**config.mk**
```make
export PLATFORM = sky130hd
export DESIGN_NAME = segLoadChk
export DESIGN_NICKNAME = d
export VERILOG_FILES = /design/src/rtl/segld_pkg.sv /design/src/rtl/segld_dp.sv /design/src/rtl/segld_ctrl.sv /design/src/rtl/segLoadChk.sv
export SDC_FILE = /design/constraint.sdc
export NUM_CORES = 1
export LEC_CHECK = 0
export BUFFER_PORTS_ARGS = -buffer_cell sky130_fd_sc_hd__buf_4
export CAP_MARGIN = 10
export CORE_MARGIN = 2
export CORE_UTILIZATION = 40
export CTS_CLUSTER_SIZE = 28
export DETAILED_ROUTE_END_ITERATION = 7
export GPL_ROUTABILITY_DRIVEN = 1
export PLACE_DENSITY = 0.79
export SETUP_SLACK_MARGIN = 0.5
export SLEW_MARGIN = 20
export SYNTH_ARGS = -nofsm -noshare
export SYNTH_HDL_FRONTEND = slang
export SYNTH_SLANG_ARGS = --single-unit
```
**constraint.sdc**
```tcl
create_clock -name clk -period 4.56 [get_ports clk]
set_input_delay 0.456 -clock clk [delete_from_list [all_inputs] [get_ports clk]]
set_output_delay 0.456 -clock clk [all_outputs]
set_load 0.03 [all_outputs]
```
**src/rtl/segld_pkg.sv**
```systemverilog
package segld_pkg;
  typedef enum logic [1:0] {FT_NONE = 2'd0, FT_GP = 2'd1, FT_SS = 2'd2, FT_NP = 2'd3} faultKind_e;

  localparam int ACC_BIT  = 8;
  localparam int RW_BIT   = 9;
  localparam int CONF_BIT = 10;
  localparam int CODE_BIT = 11;
  localparam int SEG_BIT  = 12;
  localparam int DPL_LO   = 13;
  localparam int PRES_BIT = 15;

  typedef struct packed {
    logic capReq;
    logic capLo;
    logic capHi;
    logic setAcc;
    logic latchFault;
    logic descStage;
    logic addrHi;
  } dpCtl_t;

  typedef struct packed {
    logic       isNull;
    logic       limitBad;
    faultKind_e descFault;
    logic       accClear;
    logic       stackTgt;
  } dpStat_t;
endpackage

```
**src/rtl/segld_dp.sv**
```systemverilog
module segld_dp
  import segld_pkg::*;
#(
  parameter int AW = 32,
  parameter int LW = 32
) (
  input  logic          clk,
  input  logic          rstN,
  input  logic [15:0]   reqSel,
  input  logic          reqStack,
  input  logic [1:0]    reqCpl,
  input  logic [AW-1:0] ldtBase,
  input  logic [LW-1:0] ldtLimit,
  input  logic [AW-1:0] gdtBase,
  input  logic [LW-1:0] gdtLimit,
  input  dpCtl_t        ctl,
  output dpStat_t       stat,
  output logic [AW-1:0] memAddr,
  input  logic [31:0]   memRdata,
  output logic [31:0]   memWdata,
  output logic [31:0]   descLo,
  output logic [31:0]   descHi,
  output faultKind_e    faultType,
  output logic [15:0]   errCode
);
  logic [15:0]   selR;
  logic          stackR;
  logic [1:0]    cplR;
  logic [AW-1:0] baseR;
  logic [LW-1:0] limR;
  logic [31:0]   loR, hiR;
  faultKind_e    ftR;
  logic [15:0]   errR;

  logic [15:0]   offset;
  logic [LW:0]   entryEnd;
  logic [1:0]    rpl, dpl;
  logic          isCode, isConf, rwOk, present;
  faultKind_e    descKind;

  always_ff @(posedge clk) begin
    if (!rstN) begin
      selR <= '0; stackR <= 1'b0; cplR <= '0; baseR <= '0; limR <= '0;
      loR <= '0; hiR <= '0; ftR <= FT_NONE; errR <= '0;
    end else begin
      if (ctl.capReq) begin
        selR   <= reqSel;
        stackR <= reqStack;
        cplR   <= reqCpl;
        baseR  <= reqSel[2] ? ldtBase : gdtBase;
        limR   <= reqSel[2] ? ldtLimit : gdtLimit;
        loR    <= '0;
        hiR    <= '0;
        ftR    <= FT_NONE;
        errR   <= '0;
      end
      if (ctl.capLo) loR <= memRdata;
      if (ctl.capHi) hiR <= memRdata;
      if (ctl.setAcc) hiR[ACC_BIT] <= 1'b1;
      if (ctl.latchFault) begin
        ftR  <= ctl.descStage ? descKind : FT_GP;
        errR <= {selR[15:2], 2'b00};
      end
    end
  end

  assign offset   = {selR[15:3], 3'b000};
  assign entryEnd = (LW+1)'(offset) + (LW+1)'(7);

  assign rpl     = selR[1:0];
  assign dpl     = hiR[DPL_LO+1:DPL_LO];
  assign isCode  = hiR[CODE_BIT];
  assign isConf  = hiR[CONF_BIT];
  assign rwOk    = hiR[RW_BIT];
  assign present = hiR[PRES_BIT];

  always_comb begin
    descKind = FT_NONE;
    if (!hiR[SEG_BIT]) begin
      descKind = FT_GP;
    end else if (stackR) begin
      if (isCode || !rwOk)                descKind = FT_GP;
      else if (rpl != cplR || dpl != cplR) descKind = FT_GP;
      else if (!present)                  descKind = FT_SS;
    end else begin
      if (isCode && !rwOk)                                   descKind = FT_GP;
      else if (!(isCode && isConf) && (dpl < cplR || dpl < rpl)) descKind = FT_GP;
      else if (!present)                                     descKind = FT_NP;
    end
  end

  assign stat.isNull    = (selR[15:2] == 14'd0);
  assign stat.limitBad  = entryEnd > {1'b0, limR};
  assign stat.descFault = descKind;
  assign stat.accClear  = !hiR[ACC_BIT];
  assign stat.stackTgt  = stackR;

  assign memAddr  = baseR + AW'(offset) + (ctl.addrHi ? AW'(4) : AW'(0));
  assign memWdata = hiR | (32'd1 << ACC_BIT);
  assign descLo   = loR;
  assign descHi   = hiR;
  assign faultType = ftR;
  assign errCode  = errR;

  a_r7_err_low: assert property (@(posedge clk) disable iff (!rstN)
    (ftR != FT_NONE) |-> (errR[1:0] == 2'b00));
endmodule

```
**src/rtl/segld_ctrl.sv**
```systemverilog
module segld_ctrl
  import segld_pkg::*;
(
  input  logic    clk,
  input  logic    rstN,
  input  logic    reqValid,
  input  dpStat_t stat,
  input  logic    memReady,
  output dpCtl_t  ctl,
  output logic    memValid,
  output logic    memWrite,
  output logic    busy,
  output logic    done
);
  typedef enum logic [2:0] {S_IDLE, S_LIMIT, S_RD0, S_RD1, S_CHK, S_WR, S_FIN} state_e;
  state_e state, nextState;

  always_ff @(posedge clk) begin
    if (!rstN) state <= S_IDLE;
    else       state <= nextState;
  end

  always_comb begin
    nextState = state;
    ctl       = '0;
    memValid  = 1'b0;
    memWrite  = 1'b0;
    unique case (state)
      S_IDLE: if (reqValid) begin
        ctl.capReq = 1'b1;
        nextState  = S_LIMIT;
      end
      S_LIMIT: begin
        if (stat.isNull) begin
          ctl.latchFault = stat.stackTgt;
          nextState      = S_FIN;
        end else if (stat.limitBad) begin
          ctl.latchFault = 1'b1;
          nextState      = S_FIN;
        end else begin
          nextState = S_RD0;
        end
      end
      S_RD0: begin
        memValid = 1'b1;
        if (memReady) begin
          ctl.capLo = 1'b1;
          nextState = S_RD1;
        end
      end
      S_RD1: begin
        memValid   = 1'b1;
        ctl.addrHi = 1'b1;
        if (memReady) begin
          ctl.capHi = 1'b1;
          nextState = S_CHK;
        end
      end
      S_CHK: begin
        if (stat.descFault != FT_NONE) begin
          ctl.latchFault = 1'b1;
          ctl.descStage  = 1'b1;
          nextState      = S_FIN;
        end else if (stat.accClear) begin
          nextState = S_WR;
        end else begin
          nextState = S_FIN;
        end
      end
      S_WR: begin
        memValid   = 1'b1;
        memWrite   = 1'b1;
        ctl.addrHi = 1'b1;
        if (memReady) begin
          ctl.setAcc = 1'b1;
          nextState  = S_FIN;
        end
      end
      S_FIN:   nextState = S_IDLE;
      default: nextState = S_IDLE;
    endcase
  end

  assign busy = (state != S_IDLE);
  assign done = (state == S_FIN);

  a_r9_done_pulse: assert property (@(posedge clk) disable iff (!rstN)
    done |=> !done);
  a_r11_busy_until_done: assert property (@(posedge clk) disable iff (!rstN)
    (busy && !done) |=> busy);
  a_r10_hold_valid: assert property (@(posedge clk) disable iff (!rstN)
    (memValid && !memReady) |=> (memValid && $stable(memWrite)));
endmodule

```
**src/rtl/segLoadChk.sv**
```systemverilog
module segLoadChk
  import segld_pkg::*;
#(
  parameter int AW = 32,
  parameter int LW = 32
) (
  input  logic          clk,
  input  logic          rstN,
  input  logic          reqValid,
  input  logic [15:0]   reqSel,
  input  logic          reqStack,
  input  logic [1:0]    reqCpl,
  input  logic [AW-1:0] ldtBase,
  input  logic [LW-1:0] ldtLimit,
  input  logic [AW-1:0] gdtBase,
  input  logic [LW-1:0] gdtLimit,
  output logic          busy,
  output logic          memValid,
  output logic          memWrite,
  output logic [AW-1:0] memAddr,
  output logic [31:0]   memWdata,
  input  logic          memReady,
  input  logic [31:0]   memRdata,
  output logic          done,
  output logic          faultValid,
  output logic [1:0]    faultType,
  output logic [15:0]   errCode,
  output logic [31:0]   descLo,
  output logic [31:0]   descHi
);
  dpCtl_t     ctl;
  dpStat_t    stat;
  faultKind_e ftKind;

  segld_ctrl u_ctrl (
    .clk(clk), .rstN(rstN), .reqValid(reqValid), .stat(stat), .memReady(memReady),
    .ctl(ctl), .memValid(memValid), .memWrite(memWrite), .busy(busy), .done(done)
  );

  segld_dp #(.AW(AW), .LW(LW)) u_dp (
    .clk(clk), .rstN(rstN), .reqSel(reqSel), .reqStack(reqStack), .reqCpl(reqCpl),
    .ldtBase(ldtBase), .ldtLimit(ldtLimit), .gdtBase(gdtBase), .gdtLimit(gdtLimit),
    .ctl(ctl), .stat(stat), .memAddr(memAddr), .memRdata(memRdata), .memWdata(memWdata),
    .descLo(descLo), .descHi(descHi), .faultType(ftKind), .errCode(errCode)
  );

  assign faultType  = ftKind;
  assign faultValid = (ftKind != FT_NONE);

  a_r10_addr_stable: assert property (@(posedge clk) disable iff (!rstN)
    (memValid && !memReady) |=> ($stable(memAddr) && $stable(memWdata)));
  a_r8_write_then_done: assert property (@(posedge clk) disable iff (!rstN)
    (memValid && memWrite && memReady) |=> done);
  a_r8_write_sets_acc: assert property (@(posedge clk) disable iff (!rstN)
    (memValid && memWrite) |-> memWdata[ACC_BIT]);
endmodule

```
## Word level (Yosys, flattened, before mapping)

Index checks and enable logic that the tools add are counted.

| word-level totals | value |
|---|---|
| flip-flop bits (word level) | 166 |
| input bits | 183 |
| output and inout bits | 151 |
| logic and storage cells | 92 |

| cells by class | value |
|---|---|
| add/sub/neg operators | 3 |
| reductions and logical operators | 20 |
| multiplexer cells | 43 |
| magnitude comparators | 3 |
| eq/ne operators | 12 |

Operators with widths:

| cell | count |
|---|---|
| 32-bit 2-to-1 mux | 5 |
| 33-bit by 32-bit > comparator with 1-bit output | 1 |
| 32-bit by 16-bit adder with 32-bit output | 1 |
| 32-bit adder | 1 |
| 16-bit 2-to-1 mux | 2 |
| 2-bit 2-to-1 mux | 14 |
| 3-bit 2-to-1 mux | 7 |
| 3-bit case mux with 6 select lines | 1 |
| 16-bit by 3-bit adder with 17-bit output, second input constant | 1 |
| 14-bit zero test | 1 |
| 1-bit 2-to-1 mux | 13 |
| 2-bit nonzero test | 5 |
| 3-bit equality test, second input constant | 3 |
| 2-bit inequality test, second input constant | 4 |
| 3-bit by 2-bit equality test with 1-bit output, second input constant | 2 |
| 3-bit nonzero test | 2 |
| 2-bit less-than comparator | 2 |
| 2-bit inequality test | 2 |
| 4-bit AND reduction | 1 |
| 3-bit by 1-bit equality test with 1-bit output, second input constant | 1 |
| 1-bit logical AND | 3 |
| 3-bit zero test | 1 |
| 1-bit logical OR | 3 |
| 3-bit OR reduction | 1 |
| 3 further kinds | 4 |

## Logic depth before layout (Yosys ltp)

Gate-level depths: netlist of the first run.

| depth | value |
|---|---|
| depth in word-level cells | 12 |
| depth in mapped cells | 13 |
| gate-level depth less buffers | 12 |

## Modules after synthesis

Synthesis of the first run repeated with hierarchy kept, for this count alone.

| unflattened totals | value |
|---|---|
| cell total of the unflattened synthesis | 996 |
| area total of the unflattened synthesis | 9014.9 um^2 |

By module, submodules not included:

| module | seq. area each (um^2) | instances | cells each | area each (um^2) |
|---|---|---|---|---|
| segld_dp | 3263.1 | 1 | 955 | 8695.8 |
| segld_ctrl | 60.1 | 1 | 40 | 312.8 |
| segLoadChk | 0.0 | 1 | 1 | 6.3 |

## Worst setup path before layout of the first run

No wires, ideal clock.

| timing path | value |
|---|---|
| path kind | register to output |
| start | register u_ctrl.state[1] |
| end | output memAddr[22] |
| stages on the path, launching flop included | 13 |
| setup slack | 0.986 ns |
| data required time | 4.104 ns |
| data arrival time | 3.118 ns |
| path buffers | 1 |
| path through | dfxtp_1 clkbuf_1 nand2b_1 a21boi_0 ha_1 fa_1 a211oi_1 nor2_1 a311o_1 nor2_1 o31a_2 nor3_2 xnor2_1 |

| between the ends | value |
|---|---|
| word-level cells in the longest chain between the ends | 5 |
| elaborated cells on any way between the ends | 6 |
| classes of those cells | 1 x add/sub; 2 x eq/ne; 2 x mux; 1 x reduce/logical |

RTL lines:

| what | line | RTL |
|---|---|---|
| start, declared | segld_ctrl.sv:16 | `state_e state, nextState;` |
| start signal, assigned | segld_ctrl.sv:20 | `else state <= nextState;` |
| 3-bit by 2-bit equality test with 1-bit output / 3-bit equality test (equally long branches) | segld_ctrl.sv:28 | `unique case (state)` |
| 2-bit OR reduction (no source line) (*) | - |  |
| 1-bit 2-to-1 mux (*) | segld_ctrl.sv:28 |  |
| 3-bit 2-to-1 mux (*) | segld_dp.sv:98 | `assign memAddr = baseR + AW'(offset) + (ctl.addrHi ? AW'(4) : AW'(0));` |
| 32-bit adder (*) | segld_dp.sv:98 |  |
| end, declared | segLoadChk.sv:20 | `output logic [AW-1:0] memAddr,` |

Every way passes the cells marked *; elsewhere a longest branch is shown, timed or not.

## Worst setup path in the final report of the first run

| timing path | value |
|---|---|
| start | register u_ctrl.state[2] |
| end | output memAddr[24] |

Same word-level chain as after synthesis.

==> reports/qor_table.md, run 1 <==
| Stage | Parameter | Reported |
|:---|:---|:---|
| placement | Post-detail-place hpwl | 18.7 mm |
| drt | Average routed wire per standard cell | 16.5 um |
| worst setup path | Register-to-Register Path Depth | 7 |
| timing | Post-layout worst setup margin | 0.652 ns |
| worst setup path | Worst reg2reg path startpoint | u_dp.selR[15]$_SDFFE_PN0P_ |
| yosys | Most area-consuming cells after synthesis | sky130_fd_sc_hd__dfxtp_1 38%, sky130_fd_sc_hd__mux2i_1 9.0%, sky130_fd_sc_hd__nand2_1 8.2% |
| global route | GR Util All Layers | 21.3% |
| layout | Fraction of final layout cells sized beyond drive strength 1 | 31.0% |
| power | Tot Pwr | 4920 uW |
| worst setup path | WP buf/inv | 2 |
| layout | Non-Filler Cell Area, Final | 11700 um^2 |
| worst hold path | Cells on Worst Hold Path | 3 |
| die | Die Y | 152 um |
| yosys | Synth async-reset ratio | 0% |
| worst setup path | Instance count on the critical path | 13 |
| clock network | Clock tree from TritonCTS | yes |
| layout | Post-Route Utilization | 54.3% |
| layout | Number of antenna diodes | 0 |
| placement | Pre-CTS setup slack | 0.835 ns |
| clock network | Clock Latency Late Sink | 0.42 ns |
| placement | Placed Instance Area | 11100 um^2 |
| power | PD cells | 419 nW/um^2 |
| worst setup path | Critical path required time | 4.10 ns |
| yosys | Leading area contributor after synthesis | sky130_fd_sc_hd__dfxtp_1 |
| worst hold path | Class of the most critical hold timing path | in -> reg |
| clock network | Hold bufs inserted after CTS | 0 |
| global route | Global-route wire length before repair | 40.2 mm |
| yosys | Number of storage elements in the synthesis netlist | 166 |
| worst setup path | Crit Path Max Fanout | 12 |
| global route | Pin count of the biggest net entering global routing | 115 |
| drt | Number of nets still failing antenna checks after routing | 0 |
| yosys | Fraction of the yosys area taken by sequential cells | 38.0% |
| run | Number of maximum-capacitance violations | 0 |
| yosys | Netlist cell types | 56 |
| timing | Slew @ Worst Pin | 1.06 ns |
| timing | Minimum clock period after layout | 3.91 ns |
| power | Worst VDD drop | 0.223 mV |
| worst setup path | Family with the most delay on the worst path | compound AO/OA/AOI/OAI gates |
| clock network | CTS clock-pin slew for the worst setup and hold paths | 0.07 ns |
| worst setup path | Critical path's slowest cell | sky130_fd_sc_hd__o31ai_1 |
| die | Number of top-level pins | 334 |
| worst hold path | Min-delay src | memRdata[3] |
| yosys | Yosys synthesis warning count | 0 |
| drt | Total wire length | 25.7 mm |
| timing | Fin. Hold Viols | 0 |
| worst setup path | Worst Path Arrival | 3.45 ns |
| timing | Final period utilization | 85.7% |
| layout | Number of filler instances in the final layout | 2049 |
| timing | Final setup viols | 0 |
| yosys | Average size of a mapped cell | 8.69 um^2 |
| worst setup path | Worst setup path start | u_ctrl.state[2]$_SDFFE_PN0P_ |
| worst setup path | Endpoint kind of the worst setup timing path | primary output |
| clock network | Clock Root Buffer | sky130_fd_sc_hd__clkbuf_16 |
| global route | Number of global-route vias before repair | 7514 |
| clock network | Depth of the CTS H-tree | 4 |
| worst setup path | Crit Path Class | reg -> out |
| drt | Via count normalized by instance count | 5.19 |
| yosys | Count of flip-flops with a built-in enable after synthesis | 0 |
| die | Die W | 152 um |
| worst setup path | Most prevalent standard cell on the critical path | sky130_fd_sc_hd__nor2_1 |
| global route | GR Overflow Total | 0 |
| drt | Remaining design rule violation count | 0 |
| timing | Worst-case clock skew | 0.0125 ns |
| die | Row cnt | 54 |
| placement | GP Congestion | 0.856 |
| placement | Count of input and output buffers | 330 |
| timing | Slew margin rel. | 29.1% |
| die | Die area | 23100 um^2 |
| timing | Max-slew violation count | 0 |
| layout | Net count, final | 1474 |
| die | Placeable core area | 21600 um^2 |
| worst setup path | Largest stage delay, worst path | 0.44 ns |
| timing | Sum Neg Setup Slack | 0 ns |
| worst setup path | Crit path cell chain | inv_1, nand2_1, a21boi_0, ha_1, fa_1, a211oi_1, nor2_1, a311o_1, nor2_1, o31ai_1, nand4_1, xnor2_1, buf_4 |
| status | Status | finished, final reports clean |
| power | Leakage | 0.00572 uW |
| drt | DRT iter0 DRCs | 555 |
| drt | Number of detailed-route iterations in the first pass | 5 |
| worst setup path | CP startpoint kind | register |
| clock network | Longest Clk Path Bufs | 2 |
| global route | Initial antenna violation count | 0 |
| yosys | Gate Count Post-Synth | 1008 |
| yosys | Top flip-flop cell by instance count after synthesis | sky130_fd_sc_hd__dfxtp_1 |
| yosys | Area of the mapped netlist | 8750 um^2 |
| layout | Layout overhead on the synthesized area | 34.0% |
| die | Initial standard-cell utilization of the core | 40.5% |
| timing | Max Clock Freq | 256 MHz |
| clock network | CTS buffer count | 17 |
| yosys | Share of the synthesized area in the top cell type | 38.0% |
| drt | Count of vias placed by the detailed router | 8061 |
| clock network | CTS sink cnt | 166 |
| timing | Unrepaired setup endpoints after global routing | false |
## layer usage
metal | vias to the layer above | global-route usage [%] | share of wire [%]
met2 | 209 | 34.2 | 48
met4 | 0 | 7.21 | 2.4
met5 | - | 0 | 0
met1 | 3817 | 29.1 | 46
li1 | 4002 | - | -
met3 | 33 | 3.37 | 3.6
## repair_timing
action                     CTS  global route
setup endpoints to repair    7             7
buffers inserted             0             1
pin swaps                    0             1
resized for setup            2             4
## worst min-delay path: stages
cell and delay [ns]:
sky130_fd_sc_hd__buf_4 0.11, sky130_fd_sc_hd__nand2_1 0.04, sky130_fd_sc_hd__a21boi_0 0.06
## cells by family after synthesis
family / share of synthesized area (%)
and+or+nand+nor: 18.8
xor gates and xnor gates: 2.80
buffers and inverters: 7.29
other: 0.0858
DFF: 38.0
adders and majority gates: 4.52
AOI/OAI and AO/OA: 19.6
muxes: 9.03
## placed cells by master, fill, tap and decap left out, types with 6 or more instances in the layout
| master | synthesis | layout |
|---|---|---|
| sky130_fd_sc_hd__nand4_1 | 14 | 14 |
| sky130_fd_sc_hd__mux2i_1 | 79 | 79 |
| sky130_fd_sc_hd__a21o_1 | 8 | 8 |
| sky130_fd_sc_hd__nand2_1 | 191 | 191 |
| sky130_fd_sc_hd__dfxtp_1 | 166 | 163 |
| sky130_fd_sc_hd__clkbuf_16 | 0 | 17 |
| sky130_fd_sc_hd__a21oi_1 | 20 | 19 |
| sky130_fd_sc_hd__ha_1 | 30 | 30 |
| sky130_fd_sc_hd__a21boi_0 | 85 | 85 |
| sky130_fd_sc_hd__nand3_1 | 94 | 94 |
| sky130_fd_sc_hd__buf_4 | 36 | 339 |
| sky130_fd_sc_hd__nor2_1 | 19 | 19 |
| sky130_fd_sc_hd__nor4_1 | 6 | 6 |
| sky130_fd_sc_hd__xor2_1 | 7 | 7 |
| sky130_fd_sc_hd__and3_1 | 6 | 6 |
| sky130_fd_sc_hd__o21ai_0 | 9 | 9 |
| sky130_fd_sc_hd__xnor2_1 | 21 | 21 |
| sky130_fd_sc_hd__inv_1 | 22 | 22 |
| sky130_fd_sc_hd__o211a_1 | 64 | 64 |
## synth_stat cells (all sizes together) (2+ instances only)
cell type,instances
nand2,191
dfxtp,166
nand3,95
a21boi,85
mux2i,79
o211a,64
clkbuf,58
buf,51
ha,30
inv,22
a21oi,21
xnor2,21
nor2,19
nand4,14
o21ai,12
nor3,10
a21o,8
xor2,7
and3,6
nor4,6
nand2b,5
and2,3
nor2b,3
o31ai,3
or3,3
a211oi,2
a221oi,2
conb,2
nand4b,2
o21a,2
o31a,2
or2,2
## power breakdown
| part | switching, uW | internal, uW |
|---|---|---|
| combinational | 1020 | 697 |
| clock | 618 | 749 |
| sequential | 189 | 1650 |
## per-stage QoR
step	hold slack, ns	instances
5_1_grt	0.289	1553
6_report	0.299	1553
4_1_cts	0.283	1551
3_5_place_dp	0.463	1519
2_1_floorplan	0.452	1009
3_3_place_gp	0.457	1519
## registers in the layout, summed over array words and instances (netlist names)
| register | cells |
|---|---|
| u_dp.cplR | 2 |
| u_dp.stackR | 1 |
| u_dp.descLo | 32 |
| u_dp.descHi | 32 |
| u_dp.baseR | 32 |
| u_ctrl.state | 3 |
| u_dp.selR | 16 |
| u_dp.faultType | 2 |
| u_dp.limR | 32 |
| u_dp.errCode | 14 |
## path summary, 6_finish.rpt
check,slack (ns),to
min reg2reg,0.47,u_dp.errCode[2]$_SDFFE_PN0P_
max reg2reg,2.04,u_dp.errCode[14]$_SDFFE_PN0P_
max,0.65,memAddr[24]
min,0.30,u_dp.descLo[3]$_SDFFE_PN0P_
## area by class of cell
class,instances,area (um^2),share of cell area (%)
sequential,166,3330,28.4
multi-input combinational,712,4820,41.0
clock inverter,12,93.8,0.800
tap,280,350,2.99
clock buffer,20,467,3.98
inverter,22,82.6,0.704
timing repair buffer,341,2590,22.1
No activity file was read; power rests on OpenSTA's default activity.
==> inputs of run 2 (changes only) <==
--- a/config.mk
+++ b/config.mk
@@ -5,6 +5,7 @@
 export SDC_FILE = /design/constraint.sdc
 export NUM_CORES = 1
 export LEC_CHECK = 0
+export ABC_AREA = 1
 export BUFFER_PORTS_ARGS = -buffer_cell sky130_fd_sc_hd__buf_4
 export CAP_MARGIN = 10
 export CORE_MARGIN = 2
==> reports/qor_table.md, run 2 <==
| Stage | Parameter | Reported | vs previous |
|:---|:---|:---|:---|
| run | Number of maximum-capacitance violations | 0 | unchanged |
| die | Number of top-level pins | 334 | unchanged |
| global route | GR Util All Layers | 22.2% | +0.91 points |
| drt | DRT iter0 DRCs | 612 | +10% |
| timing | Slew margin rel. | 30.1% | +0.97 points |
| layout | Net count, final | 1655 | +12% |
| die | Placeable core area | 21900 um^2 | +1.3% |
| placement | Placed Instance Area | 11200 um^2 | +0.97% |
| worst setup path | Crit Path Class | reg -> out |  |
| yosys | Most common library cells after synthesis | 166 x sky130_fd_sc_hd__dfxtp_1, 159 x sky130_fd_sc_hd__nand2_1, 156 x sky130_fd_sc_hd__inv_1 |  |
| drt | Number of nets still failing antenna checks after routing | 0 | unchanged |
| yosys | Area of the mapped netlist | 8960 um^2 | +2.3% |
| status | Status | finished, final reports clean |  |
| global route | Initial antenna violation count | 0 | unchanged |
| timing | Final setup viols | 0 | unchanged |
| clock network | Clock tree from TritonCTS | yes |  |
| yosys | Fraction of the yosys area taken by sequential cells | 37.1% | -0.85 points |
| timing | Sum Neg Setup Slack | 0 ns | unchanged |
| drt | Count of vias placed by the detailed router | 8871 | +10% |
| yosys | Most area-consuming cells after synthesis | sky130_fd_sc_hd__dfxtp_1 37%, sky130_fd_sc_hd__a21oi_1 8.5%, sky130_fd_sc_hd__nand2_1 6.7% |  |
| timing | Minimum clock period after layout | 3.75 ns | -0.162 ns |
| layout | Fraction of final layout cells sized beyond drive strength 1 | 30.6% | -0.35 points |
| timing | Unrepaired setup endpoints after global routing | false |  |
| clock network | Buffers inserted during post-CTS setup optimization | 0 | unchanged |
| clock network | Depth of the CTS H-tree | 4 | unchanged |
| layout | Number of antenna diodes | 0 | unchanged |
| worst setup path | Critical path required time | 4.10 ns | about the same |
| yosys | Number of storage elements in the synthesis netlist | 166 | unchanged |
| layout | Layout overhead on the synthesized area | 32.0% |  |
| yosys | Leading area contributor after synthesis | sky130_fd_sc_hd__dfxtp_1 |  |
| timing | Max Clock Freq | 267 MHz | +4.3% |
| clock network | CTS buffer count | 17 | unchanged |
| global route | Pin count of the biggest net entering global routing | 164 | +43% |
| clock network | Hold bufs inserted after CTS | 0 | unchanged |
| global route | GR Overflow Total | 0 | unchanged |
| yosys | Top-count cell post-synth | sky130_fd_sc_hd__dfxtp_1 |  |
| global route | Number of global-route vias before repair | 8361 | +11% |
| layout | Number of filler instances in the final layout | 2103 | +2.6% |
| yosys | Synthesized-area fraction occupied by adder cells | 4.41% | -0.10 points |
| clock network | Clock Latency Late Sink | 0.43 ns | about the same |
| die | Initial standard-cell utilization of the core | 40.9% | +0.42 points |
| worst setup path | Endpoint kind of the worst setup timing path | primary output |  |
| worst hold path | Class of the most critical hold timing path | in -> reg |  |
| die | Row cnt | 54 | unchanged |
| power | Leakage | 0.00528 uW | -7.7% |
| yosys | Count of flip-flops with a built-in enable after synthesis | 0 | unchanged |
| clock network | CTS sink cnt | 166 | unchanged |
| yosys | Top flip-flop cell by instance count after synthesis | sky130_fd_sc_hd__dfxtp_1 |  |
| timing | Fin. Hold Viols | 0 | unchanged |
| layout | Total area of multi-input combinational cells | 4460 um^2 | -7.4% |
| layout | Post-Route Utilization | 54.0% | -0.29 points |
| clock network | Number of resized instances in the post-cts repair step | 0 | -2 |
| clock network | CTS clock-pin slew for the worst setup and hold paths | 0.07 ns | about the same |
| power | Worst VDD drop | 0.291 mV | +31% |
| placement | Count of input and output buffers | 330 | unchanged |
| die | Die area | 23600 um^2 | +2.2% |
| global route | Global-route wire length before repair | 42.3 mm | +5.3% |
| yosys | Yosys synthesis warning count | 0 | unchanged |
| layout | Most frequent cells in the layout | 332 x sky130_fd_sc_hd__buf_4, 166 x sky130_fd_sc_hd__dfxtp_1, 158 x sky130_fd_sc_hd__nand2_1, 154 x sky130_fd_sc_hd__inv_1, 152 x sky130_fd_sc_hd__a21oi_1 |  |
| placement | GP Congestion | 0.882 | +3.1% |
| yosys | Post-synthesis xor/xnor area fraction | 2.54% | -0.26 points |
| die | Die W | 154 um | +1.1% |
| yosys | Netlist cell types | 41 | -27% |
| worst setup path | Crit Path Max Fanout | 6 | -6 |
| drt | Total wire length | 27.3 mm | +6.5% |
| layout | Storage cell area | 3320 um^2 | -0.26% |
| layout | Most common cell after layout, fill and taps aside | sky130_fd_sc_hd__buf_4 |  |
| power | PD cells | 475 nW/um^2 | +13% |
| yosys | Dominant combinational cell family by area after synthesis | compound AO/OA/AOI/OAI gates |  |
| yosys | Simple-Gate Fraction of Synth Area | 19.0% | +0.21 points |
| timing | Max-slew violation count | 0 | unchanged |
| drt | Remaining design rule violation count | 0 | unchanged |
| die | Die Y | 154 um | +1.1% |
| yosys | Synth async-reset ratio | 0% | unchanged |
| layout | Non-Filler Cell Area, Final | 11800 um^2 | +0.71% |
| placement | Post-detail-place hpwl | 20.2 mm | +7.9% |
| drt | Number of detailed-route iterations in the first pass | 5 | unchanged |
| yosys | Gate Count Post-Synth | 1194 | +18% |
| timing | Worst-case clock skew | 0.0124 ns | -0.0000787 ns |
| clock network | Clock Root Buffer | sky130_fd_sc_hd__clkbuf_16 |  |
| yosys | Synth Area in Compound Gates | 19.0% | -0.58 points |
| worst setup path | Worst Path Arrival | 3.29 ns | -0.16 ns |
| worst setup path | CP startpoint kind | register |  |
| timing | Final period utilization | 82.1% | -3.6 points |
| drt | Via count normalized by instance count | 5.12 | -1.4% |
| yosys | Share of synthesized area spent on multiplexers | 4.65% | -4.4 points |
| clock network | Longest Clk Path Bufs | 2 | unchanged |
| yosys | Average size of a mapped cell | 7.50 um^2 | -14% |
| yosys | Share of the synthesized area in the top cell type | 37.1% | -0.85 points |
| drt | Average routed wire per standard cell | 15.8 um | -4.6% |
| timing | Slew @ Worst Pin | 1.05 ns | -0.0157 ns |
-- run 2: kinds of logic (layout without fill, tap and decap cells) --
logic type	count (synthesis)	after routing
AO/OA/AOI/OAI	296	296
XOR/XNOR	26	26
adder cells (fa/ha/maj)	31	31
buffers and inverters	263	522
flip-flops	166	166
multiplexers	37	37
other	2	3
AND/OR/NAND/NOR	373	373
-- run 2: per-stage QoR --
| step | cells | hold WS (ns) | total power, uW | setup slack, ns |
|---|---|---|---|---|
| after floorplan | 1195 | 0.424 | 3440 | 1.37 |
| final | 1734 | 0.289 | 5620 | 0.814 |
| after detailed placement | 1702 | 0.440 | 4190 | 1.30 |
| after global placement | 1702 | 0.432 | 4140 | 1.46 |
| after global routing | 1734 | 0.272 | 5970 | 0.543 |
| after CTS | 1734 | 0.275 | 5650 | 0.808 |
-- run 2: worst max-delay path: stages (launching register included) --
cell                      delay, ns
sky130_fd_sc_hd__dfxtp_1       0.43
sky130_fd_sc_hd__inv_1         0.14
sky130_fd_sc_hd__nor2_1        0.15
sky130_fd_sc_hd__nand2_1       0.10
sky130_fd_sc_hd__inv_1         0.13
sky130_fd_sc_hd__nor2_1        0.08
sky130_fd_sc_hd__inv_1         0.06
sky130_fd_sc_hd__ha_1          0.24
sky130_fd_sc_hd__fa_1          0.25
sky130_fd_sc_hd__nand3_1       0.10
sky130_fd_sc_hd__nand2_2       0.12
sky130_fd_sc_hd__a31oi_4       0.11
sky130_fd_sc_hd__o21ai_2       0.30
sky130_fd_sc_hd__nand2_2       0.11
sky130_fd_sc_hd__nor2_2        0.13
sky130_fd_sc_hd__nand2_1       0.08
sky130_fd_sc_hd__xor2_1        0.15
sky130_fd_sc_hd__buf_4         0.18
-- run 2: metal layers --
layer	global-route usage (%)	up-vias	routed length, um
li1	-	4436	-
met1	25.0	4062	10700
met2	40.2	331	14000
met3	6.20	42	1910
met4	7.21	0	658
met5	0	-	0
-- run 2: power breakdown --
part           total (uW)  internal, uW  leakage (uW)  switching (uW)
logic                2280           790       0.00363            1490
clock network        1450           778      0.000289             672
registers            1890          1690       0.00136             195
total                5620          3260       0.00528            2360
-- run 2: path summary, 6_finish.rpt --
check / from / end / slack (ns) / cells past startpoint
setup / recovery: u_ctrl.state[0]$_SDFFE_PN0P_ / memAddr[26] / 0.81 / 17
hold / removal: memRdata[2] / u_dp.descHi[2]$_SDFFE_PN0P_ / 0.29 / 3
setup reg to reg: u_ctrl.state[2]$_SDFFE_PN0P_ / u_dp.descHi[20]$_SDFFE_PN0P_ / 1.83 / 6
hold reg to reg: u_dp.limR[28]$_SDFFE_PN0P_ / u_dp.limR[28]$_SDFFE_PN0P_ / 0.45 / 2
-- run 2: area by class of cell --
type,instances,share of cell area (%)
Timing Repair Buffer,333,21.3
Tap cell,280,2.96
Sequential cell,166,28.1
Inverter,157,5.00
Multi-Input combinational cell,766,37.7
Clock inverter,15,1.32
Clock buffer,17,3.60
